--- config.mk ---
export PLATFORM = sky130hd
export DESIGN_NAME = mtx_manager
export DESIGN_NICKNAME = d
export VERILOG_FILES = /design/src/rtl/mtx_pkg.sv /design/src/rtl/mtx_memseq.sv /design/src/rtl/mtx_freelist.sv /design/src/rtl/mtx_manager.sv
export SDC_FILE = /design/constraint.sdc
export NUM_CORES = 1
export LEC_CHECK = 0
export BUFFER_PORTS_ARGS = -buffer_cell sky130_fd_sc_hd__buf_2
export CORE_MARGIN = 5
export CORE_UTILIZATION = 50
export DETAILED_ROUTE_END_ITERATION = 10
export PLACE_DENSITY_LB_ADDON = 0.12
export SYNTH_ARGS = -nofsm -noshare
export SYNTH_HDL_FRONTEND = slang
export SYNTH_SLANG_ARGS = --single-unit
export TNS_END_PERCENT = 5
--- constraint.sdc ---
create_clock -name clk -period 4.7 [get_ports clk]
set_input_delay 0.705 -clock clk [delete_from_list [all_inputs] [get_ports clk]]
set_output_delay 0.705 -clock clk [all_outputs]
set_load 0.01 [all_outputs]
--- src/rtl/mtx_pkg.sv ---
package mtx_pkg;
    localparam int unsigned FW = 16;
    localparam int unsigned DW = 32;

    typedef enum logic {
        OP_LOCK   = 1'b0,
        OP_UNLOCK = 1'b1
    } mtx_op_e;

    typedef enum logic [3:0] {
        S_IDLE,
        S_L_VAL,
        S_L_OWN,
        S_L_ENT,
        S_L_HT,
        S_L_TRD,
        S_L_TWR,
        S_L_HTW,
        S_U_VAL,
        S_U_HT,
        S_U_HEAD,
        S_U_VWR,
        S_U_HTW,
        S_REPLY,
        S_ERR
    } mtx_state_e;

    typedef struct packed {
        mtx_state_e    st;
        logic [FW-1:0] ptr;
        logic [FW-1:0] tid;
        logic [FW-1:0] ent;
        logic [FW-1:0] head;
        logic [FW-1:0] tail;
        logic [FW-1:0] owner;
        logic [FW-1:0] vhi;
        logic [FW-1:0] tlow;
        logic          hand;
    } mtx_regs_t;
endpackage

--- src/rtl/mtx_memseq.sv ---
module mtx_memseq #(
    parameter int unsigned AW  = 8,
    parameter int unsigned LAT = 2
) (
    input  logic          clk,
    input  logic          rst_n,
    input  logic          start,
    input  logic          we,
    input  logic [AW-1:0] addr,
    input  logic [31:0]   wdata,
    output logic          mem_en,
    output logic          mem_we,
    output logic [AW-1:0] mem_addr,
    output logic [31:0]   mem_wdata,
    input  logic [31:0]   mem_rdata,
    output logic          done,
    output logic [31:0]   rdata
);
    localparam int unsigned CW = $clog2(LAT + 1);

    logic          busy_d, busy_q;
    logic [CW-1:0] cnt_d, cnt_q;

    assign mem_en    = start && !busy_q;
    assign mem_we    = we;
    assign mem_addr  = addr;
    assign mem_wdata = wdata;
    assign done      = busy_q && (cnt_q == CW'(LAT));
    assign rdata     = mem_rdata;

    always_comb begin
        busy_d = busy_q;
        cnt_d  = cnt_q;
        if (mem_en) begin
            busy_d = 1'b1;
            cnt_d  = CW'(1);
        end else if (done) begin
            busy_d = 1'b0;
            cnt_d  = '0;
        end else if (busy_q) begin
            cnt_d = cnt_q + CW'(1);
        end
    end

    always_ff @(posedge clk or negedge rst_n) begin
        if (!rst_n) begin
            busy_q <= 1'b0;
            cnt_q  <= '0;
        end else begin
            busy_q <= busy_d;
            cnt_q  <= cnt_d;
        end
    end
endmodule

--- src/rtl/mtx_freelist.sv ---
module mtx_freelist #(
    parameter int unsigned NQ = 8,
    localparam int unsigned IW = (NQ > 1) ? $clog2(NQ) : 1
) (
    input  logic          clk,
    input  logic          rst_n,
    input  logic          take,
    input  logic          rel,
    input  logic [IW-1:0] rel_idx,
    output logic [IW-1:0] idx,
    output logic          full
);
    logic [NQ-1:0] used_d, used_q;

    always_comb begin
        idx = '0;
        for (int i = NQ - 1; i >= 0; i--) begin
            if (!used_q[i]) idx = IW'(i);
        end
    end

    assign full = &used_q;

    for (genvar g = 0; g < NQ; g++) begin : g_slot
        always_comb begin
            used_d[g] = used_q[g];
            if (take && !full && (idx == IW'(g))) used_d[g] = 1'b1;
            if (rel && (rel_idx == IW'(g)))       used_d[g] = 1'b0;
        end
    end

    always_ff @(posedge clk or negedge rst_n) begin
        if (!rst_n) used_q <= '0;
        else        used_q <= used_d;
    end
endmodule

--- src/rtl/mtx_manager.sv ---
module mtx_manager
    import mtx_pkg::*;
#(
    parameter int unsigned AW    = 8,
    parameter int unsigned NQ    = 8,
    parameter int unsigned QBASE = 64,
    parameter int unsigned LAT   = 2,
    localparam int unsigned IW   = (NQ > 1) ? $clog2(NQ) : 1
) (
    input  logic          clk,
    input  logic          rst_n,
    input  logic          req_valid,
    output logic          req_ready,
    input  logic          req_op,
    input  logic [15:0]   req_ptr,
    input  logic [15:0]   req_tid,
    output logic          mem_en,
    output logic          mem_we,
    output logic [AW-1:0] mem_addr,
    output logic [31:0]   mem_wdata,
    input  logic [31:0]   mem_rdata,
    output logic          rsp_valid,
    output logic [15:0]   rsp_tid,
    output logic          err
);
    mtx_regs_t r_d, r_q;

    logic          start, we, done;
    logic [AW-1:0] addr;
    logic [31:0]   wdata, rdata;
    logic          take, rel, full;
    logic [IW-1:0] rel_idx, fidx;

    logic [AW-1:0] a_ht, a_val;
    assign a_ht  = AW'(r_q.ptr) + AW'(1);
    assign a_val = AW'(r_q.ptr) + AW'(2);

    mtx_memseq #(.AW(AW), .LAT(LAT)) i_seq (
        .clk(clk), .rst_n(rst_n), .start(start), .we(we), .addr(addr),
        .wdata(wdata), .mem_en(mem_en), .mem_we(mem_we), .mem_addr(mem_addr),
        .mem_wdata(mem_wdata), .mem_rdata(mem_rdata), .done(done), .rdata(rdata)
    );

    mtx_freelist #(.NQ(NQ)) i_free (
        .clk(clk), .rst_n(rst_n), .take(take), .rel(rel), .rel_idx(rel_idx),
        .idx(fidx), .full(full)
    );

    assign req_ready = (r_q.st == S_IDLE);
    assign rsp_valid = (r_q.st == S_REPLY);
    assign err       = (r_q.st == S_ERR);
    assign rsp_tid   = r_q.owner;

    always_comb begin
        r_d     = r_q;
        start   = 1'b0;
        we      = 1'b0;
        addr    = '0;
        wdata   = '0;
        take    = 1'b0;
        rel     = 1'b0;
        rel_idx = IW'(r_q.head - FW'(QBASE));
        unique case (r_q.st)
            S_IDLE: begin
                if (req_valid) begin
                    r_d.ptr  = req_ptr;
                    r_d.tid  = req_tid;
                    r_d.hand = 1'b0;
                    r_d.st   = (mtx_op_e'(req_op) == OP_LOCK) ? S_L_VAL : S_U_VAL;
                end
            end
            S_L_VAL: begin
                start = 1'b1;
                addr  = a_val;
                if (done) begin
                    r_d.vhi = rdata[31:16];
                    if (rdata[15:0] == '0) begin
                        r_d.owner = r_q.tid;
                        r_d.st    = S_L_OWN;
                    end else if (full) begin
                        r_d.st = S_ERR;
                    end else begin
                        take    = 1'b1;
                        r_d.ent = FW'(QBASE) + FW'(fidx);
                        r_d.st  = S_L_ENT;
                    end
                end
            end
            S_L_OWN: begin
                start = 1'b1;
                we    = 1'b1;
                addr  = a_val;
                wdata = {r_q.vhi, r_q.tid};
                if (done) r_d.st = S_REPLY;
            end
            S_L_ENT: begin
                start = 1'b1;
                we    = 1'b1;
                addr  = AW'(r_q.ent);
                wdata = {16'h0000, r_q.tid};
                if (done) r_d.st = S_L_HT;
            end
            S_L_HT: begin
                start = 1'b1;
                addr  = a_ht;
                if (done) begin
                    if (rdata[15:0] == '0) begin
                        r_d.head = r_q.ent;
                        r_d.tail = r_q.ent;
                        r_d.st   = S_L_HTW;
                    end else begin
                        r_d.head = rdata[31:16];
                        r_d.tail = rdata[15:0];
                        r_d.st   = S_L_TRD;
                    end
                end
            end
            S_L_TRD: begin
                start = 1'b1;
                addr  = AW'(r_q.tail);
                if (done) begin
                    r_d.tlow = rdata[15:0];
                    r_d.st   = S_L_TWR;
                end
            end
            S_L_TWR: begin
                start = 1'b1;
                we    = 1'b1;
                addr  = AW'(r_q.tail);
                wdata = {r_q.ent, r_q.tlow};
                if (done) begin
                    r_d.tail = r_q.ent;
                    r_d.st   = S_L_HTW;
                end
            end
            S_L_HTW: begin
                start = 1'b1;
                we    = 1'b1;
                addr  = a_ht;
                wdata = {r_q.head, r_q.tail};
                if (done) r_d.st = S_IDLE;
            end
            S_U_VAL: begin
                start = 1'b1;
                addr  = a_val;
                if (done) begin
                    r_d.vhi = rdata[31:16];
                    r_d.st  = (rdata[15:0] == r_q.tid) ? S_U_HT : S_ERR;
                end
            end
            S_U_HT: begin
                start = 1'b1;
                addr  = a_ht;
                if (done) begin
                    r_d.head = rdata[31:16];
                    r_d.tail = rdata[15:0];
                    if (rdata[31:16] == '0) begin
                        r_d.owner = '0;
                        r_d.st    = S_U_VWR;
                    end else begin
                        r_d.st = S_U_HEAD;
                    end
                end
            end
            S_U_HEAD: begin
                start = 1'b1;
                addr  = AW'(r_q.head);
                if (done) begin
                    rel       = 1'b1;
                    r_d.owner = rdata[15:0];
                    r_d.head  = rdata[31:16];
                    r_d.tail  = (rdata[31:16] == '0) ? '0 : r_q.tail;
                    r_d.hand  = 1'b1;
                    r_d.st    = S_U_VWR;
                end
            end
            S_U_VWR: begin
                start = 1'b1;
                we    = 1'b1;
                addr  = a_val;
                wdata = {r_q.vhi, r_q.owner};
                if (done) r_d.st = r_q.hand ? S_U_HTW : S_IDLE;
            end
            S_U_HTW: begin
                start = 1'b1;
                we    = 1'b1;
                addr  = a_ht;
                wdata = {r_q.head, r_q.tail};
                if (done) r_d.st = S_REPLY;
            end
            S_REPLY: r_d.st = S_IDLE;
            S_ERR:   r_d.st = S_IDLE;
            default: r_d.st = S_IDLE;
        endcase
    end

    always_ff @(posedge clk or negedge rst_n) begin
        if (!rst_n) begin
            r_q    <= '0;
            r_q.st <= S_IDLE;
        end else begin
            r_q <= r_d;
        end
    end
endmodule

* Word level (Yosys, flattened, before mapping)
Index checks and enable logic that the tools add are counted.
** Word-level totals
- Register bits after elaboration :: 144
- Input bits :: 68
- Output and inout port bits :: 61
** Cells by class
- Add/subtract/negate cells :: 5
- Equality and inequality tests :: 45
- Mux-type cells :: 75
- Bitwise gates (word level) :: 2
- Reduce and logical (&&, ||, !) cells :: 58
** Operators with widths (number)
- $pmux 32 s5 :: 1
- $mux 32 :: 3
- $mux 48 :: 2
- $pmux 16 s3 :: 2
- $mux 16 :: 4
- $pmux 16 s4 :: 1
- $mux 4 :: 15
- $pmux 4 s12 :: 1
- $pmux 8 s5 :: 1
- $mux 36 :: 1
- $logic_not 16->1 :: 2
- $pmux 16 s2 :: 1
- $mux 1 :: 29
- $eq 4x4->1 const B :: 7
- $ne 2x2->1 const B :: 14
- $mux 3 :: 9
- $eq 3x3->1 const B :: 8
- $reduce_bool 2->1 :: 11
- $logic_and 1x1->1 :: 19
- $eq 16x16->1 :: 1
- $eq 4x3->1 const B :: 4
- $eq 3x2->1 const B :: 4
- $reduce_and 12->1 :: 1
- $reduce_and 6->1 :: 2
- other kinds (26) :: 42

* Depth between registers and ports, before layout
- Depth in word-level cells :: 12
- Mapped depth :: 8
- Gate-level depth less buffers :: 6

* By module
From an unflattened synthesis, not the netlist that was laid out.
** Second synthesis, totals
- Cells, all modules :: 724
- Area, all modules :: 7324.5 um^2
** By module, submodules not included
- mtx_manager :: times used 1, cells each 593, area each 6218.5 um^2, sequential area each 2827.7 um^2
- mtx_memseq :: times used 1, cells each 84, area each 680.7 um^2, sequential area each 75.1 um^2
- mtx_freelist :: times used 1, cells each 47, area each 425.4 um^2, sequential area each 200.2 um^2

* Worst setup path after synthesis
No wires, ideal clock.
- Kind :: flip-flop to output port
- From :: reg r_q[129] in the netlist's numbering
- To :: out mem_wdata[19]
- Arrival time :: 1.615 ns
- Data required time :: 3.995 ns
- Setup slack :: 2.380 ns
- Stages on the path, launching flop included :: 7
- Path buffers :: 3
- Cells stage by stage :: dfrtp_1 buf_6 buf_2 or2_2 a21oi_2 buf_2 a22o_1
** On the way
- Word-level cells in the longest chain between the ends :: 3
** Ends and longest elaborated chain
- start, declared :: line mtx_manager.sv:26 : mtx_regs_t r_d, r_q;
- start signal, assigned :: line mtx_manager.sv:202 : r_q <= r_d;
- $eq 4x4->1 / $eq 4x3->1 (equally long branches) :: line mtx_manager.sv:63 : unique case (r_q.st)
- $reduce_or 2->1 (no line)
- $pmux 32 s5 * :: line mtx_manager.sv:63
- end, declared :: line mtx_manager.sv:20 : output logic [31:0] mem_wdata,
Mark *: on every way between the ends. The rest lies on a longest branch, timed or not.

* Worst setup path in the final report
- From :: reg r_q[129] in the netlist's numbering
- To :: out mem_addr[1]
** On the way
- Word-level cells in the longest chain between the ends :: 3
** Ends and longest elaborated chain
- $eq 4x4->1 (tied with other cells) :: line mtx_manager.sv:63
- $reduce_or 4->1 (no line) / $reduce_or 2->1 (equally long branches)
- $pmux 8 s5 * :: line mtx_manager.sv:63
- end, declared :: line mtx_manager.sv:19 : output logic [AW-1:0] mem_addr,
Marks and branches as above.

==> flow_summary.ini <==
[synth]
synthMuxAreaShare_pct = 13.3
synthXorXnorAreaFrac_pct = 2.82
seq_area_frac_synth_pct = 44.2
synth-warning-count = 0
ys.flop_type = dfrtp_1
synthSimpleGateAreaFrac_pct = 14.7
synth_fa_ha_area_share_pct = 0.357
syn_inst = 657
avgSynthCellArea_um2 = 10.7
synth-edff-count = 0
netlist_area_um2 = 7010
synth_cell_types = 78
syn_nets = 727
synth_top_family_by_area = compound AO/OA/AOI/OAI gates
synth.ff_latch_count = 124
async_flop_share_pct = 100
synth_compound_area_share_pct = 18.6

[critical_path]
slowest_delay_ns = 0.97
cp.arrival_ns = 3.01
cpMaxStageDelayCell = dfrtp_1
crit_fanout = 26
cp_num_buf_inv = 2
crit_type = register to output port
crit_family = flip-flops
cp-start-kind = register
cp-end-kind = output port
cp_data_required_time_ns = 3.99
cp_cell_sequence = inv_2, nor4_1, a22o_1, a221oi_1, o21ai_0, buf_2

[grt]
grt_overflow = 0
grt_pass1_vias = 6015
antenna_found_initial = 0
grt.total_usage_pct = 24.5
grt_max_degree = 49
grt_pass1_wl_um = 31600

[drt]
drc = 0
num_vias = 5752
wirelength_um = 19600
wl_per_cell_um = 20.8
drtIter0Drc = 536
antenna_left = 0
firstDrtPassIters = 6
via_per_inst = 6.10

[die]
coreArea_um2 = 13800
dieArea_um2 = 16500
start_util_pct = 50.7
io-pin-count = 129
rows = 43
die_h_um = 128
die_w_um = 128

[pwr]
powerDensity_nw_per_um2 = 708
p_leak_nw = 3.94
ir_drop_mv = 0.445

[flow_run]
drv_cap = 0

[cts]
clock_latency_ns = 0.43
cts-root-buf = clkbuf_16
cts.sinks = 124
cts_tree = yes
hold_buffers = 0
cts_buffer_depth = 2
h-tree-depth = 4
cts_setup_buffers = 0
post_cts_resized = 0
cts_buffers = 17
clk_pin_slew_worst_paths_ns = 0.06

[timing]
rsz0062_at_grt = no
setup_viol = 0
worst_slew_pin_slew_ns = 1.15
period_minus_slack_ns = 3.72
timing.fmax_mhz = 269
hold_viol = 0
whs_ns = 0.297
fin_skew_ns = 0.0131
drv_slew = 0
finalCritPeriodShare_pct = 79.1
worst_slew_margin_rel_pct = 23.0
final.setup.tns_ns = 0
setup_ws_ns = 0.984

[placed_design]
dp.cells = 911
hpwl_um = 13500
place_ws_ns = 1.51
gp_congestion = 0.912
port_buffers = 120

[finish]
layout_commonest_cell = dfrtp_1
diodes = 0
instances_no_fill = 943
syn_to_final_growth_pct = 16.5
final_nets = 820
drive_gt1_share_pct = 35.0
multi_input_area_um2 = 3500
fillers = 1203
regArea_um2 = 3100
final_cell_mix = 124 x dfrtp_1, 119 x buf_2, 89 x nand2_1

[status]
status = completed

[hold_path]
hold_class = input port to asynchronous set/reset pin
==> where the power goes <==
| part | total, mW | switching, mW | internal (mW) |
|---|---|---|---|
| logic | 2.32 | 1.20 | 1.13 |
| clock network | 1.34 | 0.493 | 0.848 |
| registers | 2.12 | 0.566 | 1.56 |
==> state kept, by name, indices dropped and copies added, names as in the netlist <==
| signal | count |
|---|---|
| i_free.used_q | 8 |
| rsp_tid | 16 |
| i_seq.busy_q | 1 |
| r_q | 97 |
| i_seq.cnt_q | 2 |
==> cells by family after synthesis <==
logic type / after synthesis
AOI/OAI and AO/OA: 172
xor gates and xnor gates: 21
adders and majority gates: 2
buffers and inverters: 71
DFF: 124
muxes: 80
and+or+nand+nor: 187
==> cell type report <==
| cell class | instances | area share (%) |
|---|---|---|
| inverter | 15 | 0.689 |
| sequential | 124 | 38.0 |
| multi-input combinational | 462 | 42.9 |
| tap | 180 | 2.76 |
| clock buffer | 18 | 5.37 |
| clock inverter | 14 | 2.07 |
| timing repair buffer | 130 | 8.30 |
==> Yosys cell counts, types with 14 or more instances <==
cell type,n,share of area [%]
buf_2,15,1.1
mux2_2,65,10
nor2_1,25,1.3
dfrtp_1,124,44
a22o_1,44,5.5
a222oi_1,21,3.0
inv_1,14,0.75
buf_4,23,2.5
xor2_1,17,2.1
a21oi_1,20,1.4
nand2_1,89,4.8
o21ai_0,27,1.9
==> final timing paths <==
kind | startpoint | end | slack (ns) | cells past startpoint
max in group asynchronous | rst_n | r_q[77]$_DFFE_PN0P_ | 3.34 | 2
hold / removal | rst_n | rsp_tid[1]$_DFFE_PN0P_ | 0.30 | 1
setup reg to reg | r_q[131]$_DFFE_PN0P_ | r_q[62]$_DFFE_PN0P_ | 1.46 | 5
setup / recovery | r_q[129]$_DFFE_PN0P_ | mem_addr[1] | 0.98 | 6
hold reg to reg | r_q[77]$_DFFE_PN0P_ | r_q[77]$_DFFE_PN0P_ | 0.48 | 2
min in group clk | r_q[77]$_DFFE_PN0P_ | r_q[77]$_DFFE_PN0P_ | 0.48 | 2
==> per-stage QoR <==
stage | cell area, um^2 | utilization [%] | power (mW)
final | 8170 | 59.1 | 5.79
after global routing | 8170 | 59.1 | 6.15
after CTS | 8170 | 59.1 | 5.80
after detailed placement | 7570 | 54.7 | 4.43
after global placement | 7570 | 54.7 | 4.35
after floorplan | 7010 | - | 3.81
==> metal layers <==
metal  wire, um  part of all wire (%)  GRT usage, %  vias to the layer above
met4        367                   1.9          9.43                        0
li1           -                     -             -                     2631
met3       1320                   6.7          6.02                       31
met2       9350                    48          38.0                      234
met1       8600                    44          33.3                     2856
met5          0                     0             0                        -
Note: power is estimated with default switching activity, not from simulation.
